File: src/rtl/fifo_level_monitor_pkg.sv
package fifo_level_monitor_pkg;

  localparam int NUM_FLAGS = 8;

  // Flag bit positions
  localparam int FL_TX_TH    = 0;
  localparam int FL_TX_EMPTY = 1;
  localparam int FL_RX_TH    = 2;
  localparam int FL_RX_FULL  = 3;
  localparam int FL_TX_OVR   = 4;
  localparam int FL_TX_UND   = 5;
  localparam int FL_RX_OVR   = 6;
  localparam int FL_RX_UND   = 7;

  // Flags owned by each FIFO, dropped by that FIFO's clear command
  localparam logic [NUM_FLAGS-1:0] TX_GROUP =
    NUM_FLAGS'((1 << FL_TX_TH) | (1 << FL_TX_EMPTY) | (1 << FL_TX_OVR) | (1 << FL_TX_UND));
  localparam logic [NUM_FLAGS-1:0] RX_GROUP =
    NUM_FLAGS'((1 << FL_RX_TH) | (1 << FL_RX_FULL) | (1 << FL_RX_OVR) | (1 << FL_RX_UND));

  // Number of flags that follow a level condition through an edge detector
  localparam int NUM_LEVEL_FLAGS = 4;

  // Strobes passed from control to datapath each cycle
  typedef struct packed {
    logic [NUM_FLAGS-1:0] setEvt;
    logic [NUM_FLAGS-1:0] clrEvt;
    logic                 txReqCond;
    logic                 rxReqCond;
    logic                 txPtrRst;
    logic                 rxPtrRst;
  } monStrobe_t;

endpackage

File: src/rtl/fifo_level_monitor_ctrl.sv
module fifo_level_monitor_ctrl
  import fifo_level_monitor_pkg::*;
#(
  parameter int CNT_W = 6,
  parameter int LVL_W = 6
) (
  input  logic                 clk,
  input  logic                 rstN,
  input  logic [CNT_W-1:0]     txCount,
  input  logic [CNT_W-1:0]     rxCount,
  input  logic [LVL_W-1:0]     txLevel,
  input  logic [LVL_W-1:0]     rxLevel,
  input  logic                 txDmaEn,
  input  logic                 rxDmaEn,
  input  logic                 txFull,
  input  logic                 txEmpty,
  input  logic                 rxFull,
  input  logic                 rxEmpty,
  input  logic                 busTxPush,
  input  logic                 spiTxPop,
  input  logic                 spiRxPush,
  input  logic                 busRxPop,
  input  logic                 txClearCmd,
  input  logic                 rxClearCmd,
  input  logic [NUM_FLAGS-1:0] flagClr,
  output monStrobe_t           strobe
);

  localparam int CMP_W = (CNT_W > LVL_W) ? CNT_W : LVL_W;

  logic [CMP_W-1:0] txCountExt, rxCountExt, txLevelExt, rxLevelExt;
  logic             txBelow, rxAbove;
  logic [NUM_LEVEL_FLAGS-1:0] levelCond;
  logic [NUM_LEVEL_FLAGS-1:0] levelCondPrev;
  logic [NUM_LEVEL_FLAGS-1:0] levelRise;

  assign txCountExt = CMP_W'(txCount);
  assign rxCountExt = CMP_W'(rxCount);
  assign txLevelExt = CMP_W'(txLevel);
  assign rxLevelExt = CMP_W'(rxLevel);

  // The two directions compare in opposite senses
  assign txBelow = txCountExt < txLevelExt;
  assign rxAbove = rxCountExt > rxLevelExt;

  always_comb begin
    levelCond              = '0;
    levelCond[FL_TX_TH]    = txBelow;
    levelCond[FL_TX_EMPTY] = txEmpty;
    levelCond[FL_RX_TH]    = rxAbove;
    levelCond[FL_RX_FULL]  = rxFull;
  end

  // One edge detector per level condition
  genvar g;
  generate
    for (g = 0; g < NUM_LEVEL_FLAGS; g++) begin : gLevelEdge
      always_ff @(posedge clk) begin
        if (!rstN) levelCondPrev[g] <= 1'b0;
        else       levelCondPrev[g] <= levelCond[g];
      end
      assign levelRise[g] = levelCond[g] & ~levelCondPrev[g];
    end
  endgenerate

  always_comb begin
    strobe                              = '0;
    strobe.setEvt[NUM_LEVEL_FLAGS-1:0]  = levelRise;
    strobe.setEvt[FL_TX_OVR]            = busTxPush & txFull;
    strobe.setEvt[FL_TX_UND]            = spiTxPop  & txEmpty;
    strobe.setEvt[FL_RX_OVR]            = spiRxPush & rxFull;
    strobe.setEvt[FL_RX_UND]            = busRxPop  & rxEmpty;
    strobe.clrEvt = flagClr
                  | (txClearCmd ? TX_GROUP : '0)
                  | (rxClearCmd ? RX_GROUP : '0);
    strobe.txReqCond = txDmaEn & txBelow;
    strobe.rxReqCond = rxDmaEn & rxAbove;
    strobe.txPtrRst  = txClearCmd;
    strobe.rxPtrRst  = rxClearCmd;
  end

  // a level flag is never re-armed while its condition was already true
  a_r4_edge_only: assert property (@(posedge clk) disable iff (!rstN)
    levelCondPrev[FL_TX_TH] |-> !strobe.setEvt[FL_TX_TH]);

endmodule

File: src/rtl/fifo_level_monitor_dp.sv
module fifo_level_monitor_dp
  import fifo_level_monitor_pkg::*;
(
  input  logic                 clk,
  input  logic                 rstN,
  input  monStrobe_t           strobe,
  input  logic [NUM_FLAGS-1:0] intEnable,
  output logic [NUM_FLAGS-1:0] flagQ,
  output logic                 txDmaReq,
  output logic                 rxDmaReq,
  output logic                 irq,
  output logic                 txPtrReset,
  output logic                 rxPtrReset
);

  // Sticky flags: a set event outranks a clear in the same cycle
  genvar g;
  generate
    for (g = 0; g < NUM_FLAGS; g++) begin : gFlag
      always_ff @(posedge clk) begin
        if (!rstN)                 flagQ[g] <= 1'b0;
        else if (strobe.setEvt[g]) flagQ[g] <= 1'b1;
        else if (strobe.clrEvt[g]) flagQ[g] <= 1'b0;
      end
    end
  endgenerate

  always_ff @(posedge clk) begin
    if (!rstN) begin
      txDmaReq   <= 1'b0;
      rxDmaReq   <= 1'b0;
      txPtrReset <= 1'b0;
      rxPtrReset <= 1'b0;
    end else begin
      txDmaReq   <= strobe.txReqCond;
      rxDmaReq   <= strobe.rxReqCond;
      txPtrReset <= strobe.txPtrRst;
      rxPtrReset <= strobe.rxPtrRst;
    end
  end

  assign irq = |(flagQ & intEnable);

  // no interrupt with every enable cleared
  a_r10_irq_masked: assert property (@(posedge clk) disable iff (!rstN)
    (intEnable == '0) |-> !irq);

  // a set event always leaves its flag high
  a_r9_set_wins: assert property (@(posedge clk) disable iff (!rstN)
    (strobe.setEvt[FL_RX_OVR] && strobe.clrEvt[FL_RX_OVR]) |=> flagQ[FL_RX_OVR]);

  // pointer reset is a single-cycle pulse per command
  a_r11_ptr_pulse: assert property (@(posedge clk) disable iff (!rstN)
    (strobe.txPtrRst && !$past(strobe.txPtrRst)) |=> txPtrReset);

endmodule

File: src/rtl/fifo_level_monitor.sv
module fifo_level_monitor
  import fifo_level_monitor_pkg::*;
#(
  parameter int CNT_W = 6,
  parameter int LVL_W = 6
) (
  input  logic                 clk,
  input  logic                 rstN,
  input  logic [CNT_W-1:0]     txCount,
  input  logic [CNT_W-1:0]     rxCount,
  input  logic [LVL_W-1:0]     txLevel,
  input  logic [LVL_W-1:0]     rxLevel,
  input  logic                 txDmaEn,
  input  logic                 rxDmaEn,
  input  logic                 txFull,
  input  logic                 txEmpty,
  input  logic                 rxFull,
  input  logic                 rxEmpty,
  input  logic                 busTxPush,
  input  logic                 spiTxPop,
  input  logic                 spiRxPush,
  input  logic                 busRxPop,
  input  logic                 txClearCmd,
  input  logic                 rxClearCmd,
  input  logic [NUM_FLAGS-1:0] flagClr,
  input  logic [NUM_FLAGS-1:0] intEnable,
  output logic                 txDmaReq,
  output logic                 rxDmaReq,
  output logic [NUM_FLAGS-1:0] flags,
  output logic                 irq,
  output logic                 txPtrReset,
  output logic                 rxPtrReset
);

  monStrobe_t strobe;

  fifo_level_monitor_ctrl #(.CNT_W(CNT_W), .LVL_W(LVL_W)) uCtrl (
    .clk        (clk),
    .rstN       (rstN),
    .txCount    (txCount),
    .rxCount    (rxCount),
    .txLevel    (txLevel),
    .rxLevel    (rxLevel),
    .txDmaEn    (txDmaEn),
    .rxDmaEn    (rxDmaEn),
    .txFull     (txFull),
    .txEmpty    (txEmpty),
    .rxFull     (rxFull),
    .rxEmpty    (rxEmpty),
    .busTxPush  (busTxPush),
    .spiTxPop   (spiTxPop),
    .spiRxPush  (spiRxPush),
    .busRxPop   (busRxPop),
    .txClearCmd (txClearCmd),
    .rxClearCmd (rxClearCmd),
    .flagClr    (flagClr),
    .strobe     (strobe)
  );

  fifo_level_monitor_dp uDp (
    .clk        (clk),
    .rstN       (rstN),
    .strobe     (strobe),
    .intEnable  (intEnable),
    .flagQ      (flags),
    .txDmaReq   (txDmaReq),
    .rxDmaReq   (rxDmaReq),
    .irq        (irq),
    .txPtrReset (txPtrReset),
    .rxPtrReset (rxPtrReset)
  );

  // transmit request follows the below-level test
  a_r1_tx_req: assert property (@(posedge clk) disable iff (!rstN)
    (txDmaEn && (CNT_W'(txCount) < CNT_W'(txLevel))) |=> txDmaReq);

  // receive request follows the above-level test
  a_r2_rx_req: assert property (@(posedge clk) disable iff (!rstN)
    (rxDmaEn && (CNT_W'(rxCount) > CNT_W'(rxLevel))) |=> rxDmaReq);

  // a disabled direction never keeps a request
  a_r3_tx_off: assert property (@(posedge clk) disable iff (!rstN)
    !txDmaEn |=> !txDmaReq);
  a_r3_rx_off: assert property (@(posedge clk) disable iff (!rstN)
    !rxDmaEn |=> !rxDmaReq);

  // bus write into a full transmit FIFO is recorded
  a_r6_tx_ovr: assert property (@(posedge clk) disable iff (!rstN)
    (busTxPush && txFull) |=> flags[FL_TX_OVR]);

  // bus read from an empty receive FIFO is recorded
  a_r7_rx_und: assert property (@(posedge clk) disable iff (!rstN)
    (busRxPop && rxEmpty) |=> flags[FL_RX_UND]);

endmodule

File: config.mk
export PLATFORM = sky130hd
export DESIGN_NAME = fifo_level_monitor
export DESIGN_NICKNAME = d
export VERILOG_FILES = /design/src/rtl/fifo_level_monitor_pkg.sv /design/src/rtl/fifo_level_monitor_ctrl.sv /design/src/rtl/fifo_level_monitor_dp.sv /design/src/rtl/fifo_level_monitor.sv
export SDC_FILE = /design/constraint.sdc
export NUM_CORES = 1
export LEC_CHECK = 0
export BUFFER_PORTS_ARGS = -buffer_cell sky130_fd_sc_hd__clkbuf_2
export CORE_MARGIN = 2
export CORE_UTILIZATION = 40
export DETAILED_ROUTE_END_ITERATION = 7
export GPL_TIMING_DRIVEN = 0
export PLACE_DENSITY = 0.77
export SETUP_SLACK_MARGIN = 0.02
export SYNTH_ARGS = -nofsm -noshare
export SYNTH_HDL_FRONTEND = slang
export SYNTH_HIERARCHICAL = 1
export SYNTH_SLANG_ARGS = --single-unit
File: constraint.sdc
create_clock -name clk -period 1.7 [get_ports clk]
set_clock_uncertainty 0.15 [all_clocks]
set_input_delay 0.17 -clock clk [delete_from_list [all_inputs] [get_ports clk]]
set_output_delay 0.17 -clock clk [all_outputs]
set_load 0.02 [all_outputs]
======== Yosys cells after proc, flatten, opt, wreduce, memory -nomap -nowiden ========
Cells that the tools add are included.
storage, ports and cells
  register bits ........................... 16
  input port bits ......................... 54
  output and inout port bits .............. 13
  word-level logic and storage cells ...... 62
cells by class
  magnitude comparators ................... 2
  mux-type cells .......................... 18
  bitwise gates (word level) .............. 17
  reduce and logical (&&, ||, !) cells .... 9
operators with widths
  kind                           count
  1-bit 2-to-1 mux               16
  8-bit bitwise OR               2
  2-bit nonzero test             8
  1-bit bitwise AND              10
  8-bit bitwise AND              1
  8-bit 2-to-1 mux               1
  8-bit OR reduction             1
  6-bit greater-than comparator  1
  6-bit < comparator             1
  6-bit 2-to-1 mux               1
  1-bit inverter                 4

======== Longest topological paths before layout ========
  depth in word-level cells ............... 5
  gate-level depth with buffers ........... 7
  mapped depth without buffers ............ 7

======== Modules after synthesis ========
Netlist, hierarchy kept.
by module, submodules not included
  module                   instances  cells each  area an instance (sq um)  sequential area each (sq um)
  fifo_level_monitor_ctrl  1          69          513.0                     80.1
  fifo_level_monitor_dp    1          38          422.9                     240.2

======== Worst setup path after synthesis ========
OpenSTA, ideal clock, no wires.
  path kind ............................... input-to-reg
  start ................................... input rxLevel[5]
  end ..................................... register uDp.flagQ[2]
  setup time .............................. 0.115 ns
  arrival ................................. 1.146 ns
  required time ........................... 1.435 ns
  slack ................................... 0.289 ns
  stages .................................. 6
  path buffers ............................ 0
  cells stage by stage .................... inv_1 ha_1 nand4_1 or2_1 nor3b_2 o21a_1
RTL lines
  item                            line                         text
  start: declaration              fifo_level_monitor.sv:12     input logic [LVL_W-1:0] rxLevel,
  end signal: indexed assignment  fifo_level_monitor_dp.sv:21  if (!rstN) flagQ[g] <= 1'b0;
  end signal: indexed assignment  fifo_level_monitor_dp.sv:22  else if (strobe.setEvt[g]) flagQ[g] <= 1'b1;
  end signal: indexed assignment  fifo_level_monitor_dp.sv:23  else if (strobe.clrEvt[g]) flagQ[g] <= 1'b0;
  end: declaration                fifo_level_monitor_dp.sv:8   output logic [NUM_FLAGS-1:0] flagQ,

======== Worst setup path after layout ========
  start ................................... register uDp.flagQ[0]
  end ..................................... output irq
on the way
  longest elaborated chain between the ends .. 2
ends and longest elaborated chain
  item                line                         text
  8-bit bitwise AND   fifo_level_monitor_dp.sv:42  assign irq = |(flagQ & intEnable);
  8-bit OR reduction  fifo_level_monitor_dp.sv:42
  end: declaration    fifo_level_monitor.sv:30     output logic irq,
Every way passes these cells.

==> metrics.md <==
| Metric | Value |
|---|---|
| Number of global-route vias before repair | `950` |
| Sequential share of the synthesized area | `0.342` |
| Worst path bufs/invs | `1` |
| Post-DRT Antenna Nets | `0` |
| Nets | `~250` |
| Crit Path Class | `reg -> out` |
| Pin count of the biggest net entering global routing | `11` |
| Starting Density | `0.423` |
| Row count | `17` |
| Sw Share | `0.274` |
| Post-synthesis cell type count | `22` |
| Routed wire length | `~2.2 mm` |
| Die Width | `around 52 µm` |
| I/O Buffers | `66` |
| Yosys reg bits | `16` |
| Commonest cells after routing, fill and taps aside | `66 x clkbuf_2, 16 x dfxtp_1, 12 x inv_1` |
| Max-cap check violation count | `0` |
| Setup bufs post-CTS | `0` |
| YS warnings | `6` |
| Via Count | `980` |
| HPWL Detailed | `1.93 mm` |
| Multi-input logic area | `approximately 540 µm²` |
| # setup viols final | `0` |
| Clk pin slew, worst setup/hold paths | `around 90 ps` |
| Commonest non-fill, non-tap cell in the layout | `clkbuf_2` |
| Core ar. | `~2200 µm²` |
| Initial antenna violation count | `0` |
| Hold Fails Final Rpt | `0` |
| Required @ worst endpoint | `1380 ps` |
| CP max-delay cell | `dfxtp_1` |
| Share of cells above drive strength 1 | `0.455` |
| Syn Area/Cell | `8.75 µm²` |
| CTS H-tree depth | `1` |
| Via/cell ratio | `~4.8` |
| DR WL/cell | `around 11 µm` |
| Placer congestion estimate | `0.670` |
| Hold WC Path Type | `in -> reg` |
| Mapped Cells | `~110` |
| Hold Path Depth | `3` |
| Crit-path leading delay family | `flip-flops` |
| Area grow syn2layout | `43.6%` |
| CTS tree | `built` |
| Syn_nets | `roughly 170` |
| Global-route wire length before repair | `~3.5 mm` |
| Synthesized cell area | `between 900 and 1000 µm²` |
| 1st-iter DRT viols | `5` |
| Clock power frac | `0.224` |
| TritonCTS buffer count | `3` |
| PwrDens | `between 600 and 700 nW/µm²` |
| Final min period | `approximately 1500 ps` |
| Worst-case clock buffer depth | `2` |
| Worst VDD drop | `0.296 mV` |
| Fmax | `between 0.6 and 0.7 GHz` |
| Diodes inserted | `0` |
| Number of remaining DRC errors | `0` |
| RSZ-0062 raised after global routing | `false` |
| Global Route Usage Sum | `0.168` |
| Reg power frac | `0.490` |
| Slew margin rel. | `0.773` |
| Post-route setup TNS | `0 ps` |
| Pre-Repair DR Iteration Count | `2` |
| Total die area | `between 2000 and 3000 µm²` |
| CP startpoint kind | `register` |
| P_sw | `230 µW` |
| Total power | `840 µW` |
| R2R depth | `2` |
| CP Max Fanout | `3` |
| Crit-path max cell delay | `about 330 ps` |
| Status | `completed` |
| Final slew viol count | `0` |
| Worst Path Arrival | `roughly 1100 ps` |
| Clock Latency Late Sink | `approximately 280 ps` |
| Cell-by-cell trace of the critical path | `a22oi_1 > nand4_1 > clkbuf_2` |
| Grt total ovfl | `0` |
| Fillers | `200` |
| Crit. End Element | `primary output` |
| Reg area | `320 µm²` |
| CTS sink cnt | `16` |
| DIE HEIGHT | `between 50 and 60 µm` |
| LEAKAGE | `approximately 0.73 nW` |
| Comb pwr share | `0.287` |
| WP depth | `3` |
| Tcrit/Tclk final | `0.854` |
| Actual slew at the worst max-slew pin | `roughly 340 ps` |
| Internal power | `a little over 600 µW` |
| Clock Tree Root | `clkbuf_4` |
| I/O pins | `67` |
## power by group through the flow
stage | Combinational [mW] | Sequential (mW) | Clock [mW]
6_report | 0.241 | 0.412 | 0.188
2_1_floorplan | 0.110 | 0.441 | 0
3_5_place_dp | 0.238 | 0.421 | 0
4_1_cts | 0.243 | 0.412 | 0.196
3_3_place_gp | 0.226 | 0.419 | 0
5_1_grt | 0.269 | 0.415 | 0.214
## worst reg2reg max path, delay by kind of cell, from the launching register on
family | cells | cell delay [ps]
AOI/OAI and AO/OA | 1 | 160
DFF | 1 | 300
and+or+nand+nor | 1 | 260
## routing by layer
layer,vias to the layer above,GRT usage,part of all wire
met5,-,0,0
met4,0,0.0726,0.014
met3,4,0.0229,0.072
met2,37,0.340,0.54
met1,441,0.165,0.37
li1,498,-,-
## final timing paths
kind	from	end	slack (ps)
worst max-delay path	uDp/flagQ[0]	irq	250
worst min-delay path	rstN	uCtrl/levelCondPrev[2]	30
worst max register to register	uCtrl/levelCondPrev[0]	uDp/flagQ[0]	790
worst min register to register	uCtrl/levelCondPrev[3]	uDp/flagQ[3]	400
## synthesized netlist by cell type (all sizes together)
master / number / share of area
o221a: 1 / 0.012
and2: 10 / 0.067
nor2: 2 / 0.0080
or2: 9 / 0.060
nor4: 1 / 0.0067
nor4b: 2 / 0.019
nor3: 1 / 0.0053
buf: 3 / 0.028
ha: 11 / 0.15
o21ai: 1 / 0.0053
o21a: 8 / 0.064
nand4: 2 / 0.013
nand2: 7 / 0.028
a22oi: 4 / 0.032
a21oi: 5 / 0.027
nor2b: 10 / 0.067
nor3b: 1 / 0.013
inv: 12 / 0.048
dfxtp: 16 / 0.34
nand2b: 1 / 0.0067
## kinds of logic after synthesis
group,count (synthesis),synth area share
fa+ha+maj,11,0.147
simple gates,46,0.294
compound gates,19,0.140
buf+inv,15,0.0762
flops,16,0.342
## flip-flops by register name, summed over array words and instances (netlist names)
signal	flops
uDp/rxPtrReset	1
uDp/rxDmaReq	1
uDp/txPtrReset	1
uDp/flagQ	8
uCtrl/levelCondPrev	4
uDp/txDmaReq	1
## layout make-up
cell class                      count  area share
Buffer                              3      0.0196
Clock buffer                        3      0.0168
Inverter                           12      0.0335
Multi-Input combinational cell     76       0.405
Sequential cell                    16       0.238
Tap cell                           28      0.0261
Timing Repair Buffer               68       0.261
## through the flow
step           setup WS [ps]  utilization  instance area (µm²)  hold slack, ps  cells
3_3_place_gp             145        0.588                 1300             252    201
5_1_grt                  159        0.607                 1340            34.5    206
6_report                 248        0.607                 1340            27.9    206
4_1_cts                  259        0.607                 1340            19.1    206
2_1_floorplan            289            -                  936             134    107
3_5_place_dp             117        0.588                 1300             260    201
## timing repair
item,4_1_cts,5_1_grt
hold endpoints to repair,2,0
hold buffers,2,0
endpoints found under the setup margin,0,0
gates resized for setup,0,0
Note: power is estimated with default switching activity, not from simulation.
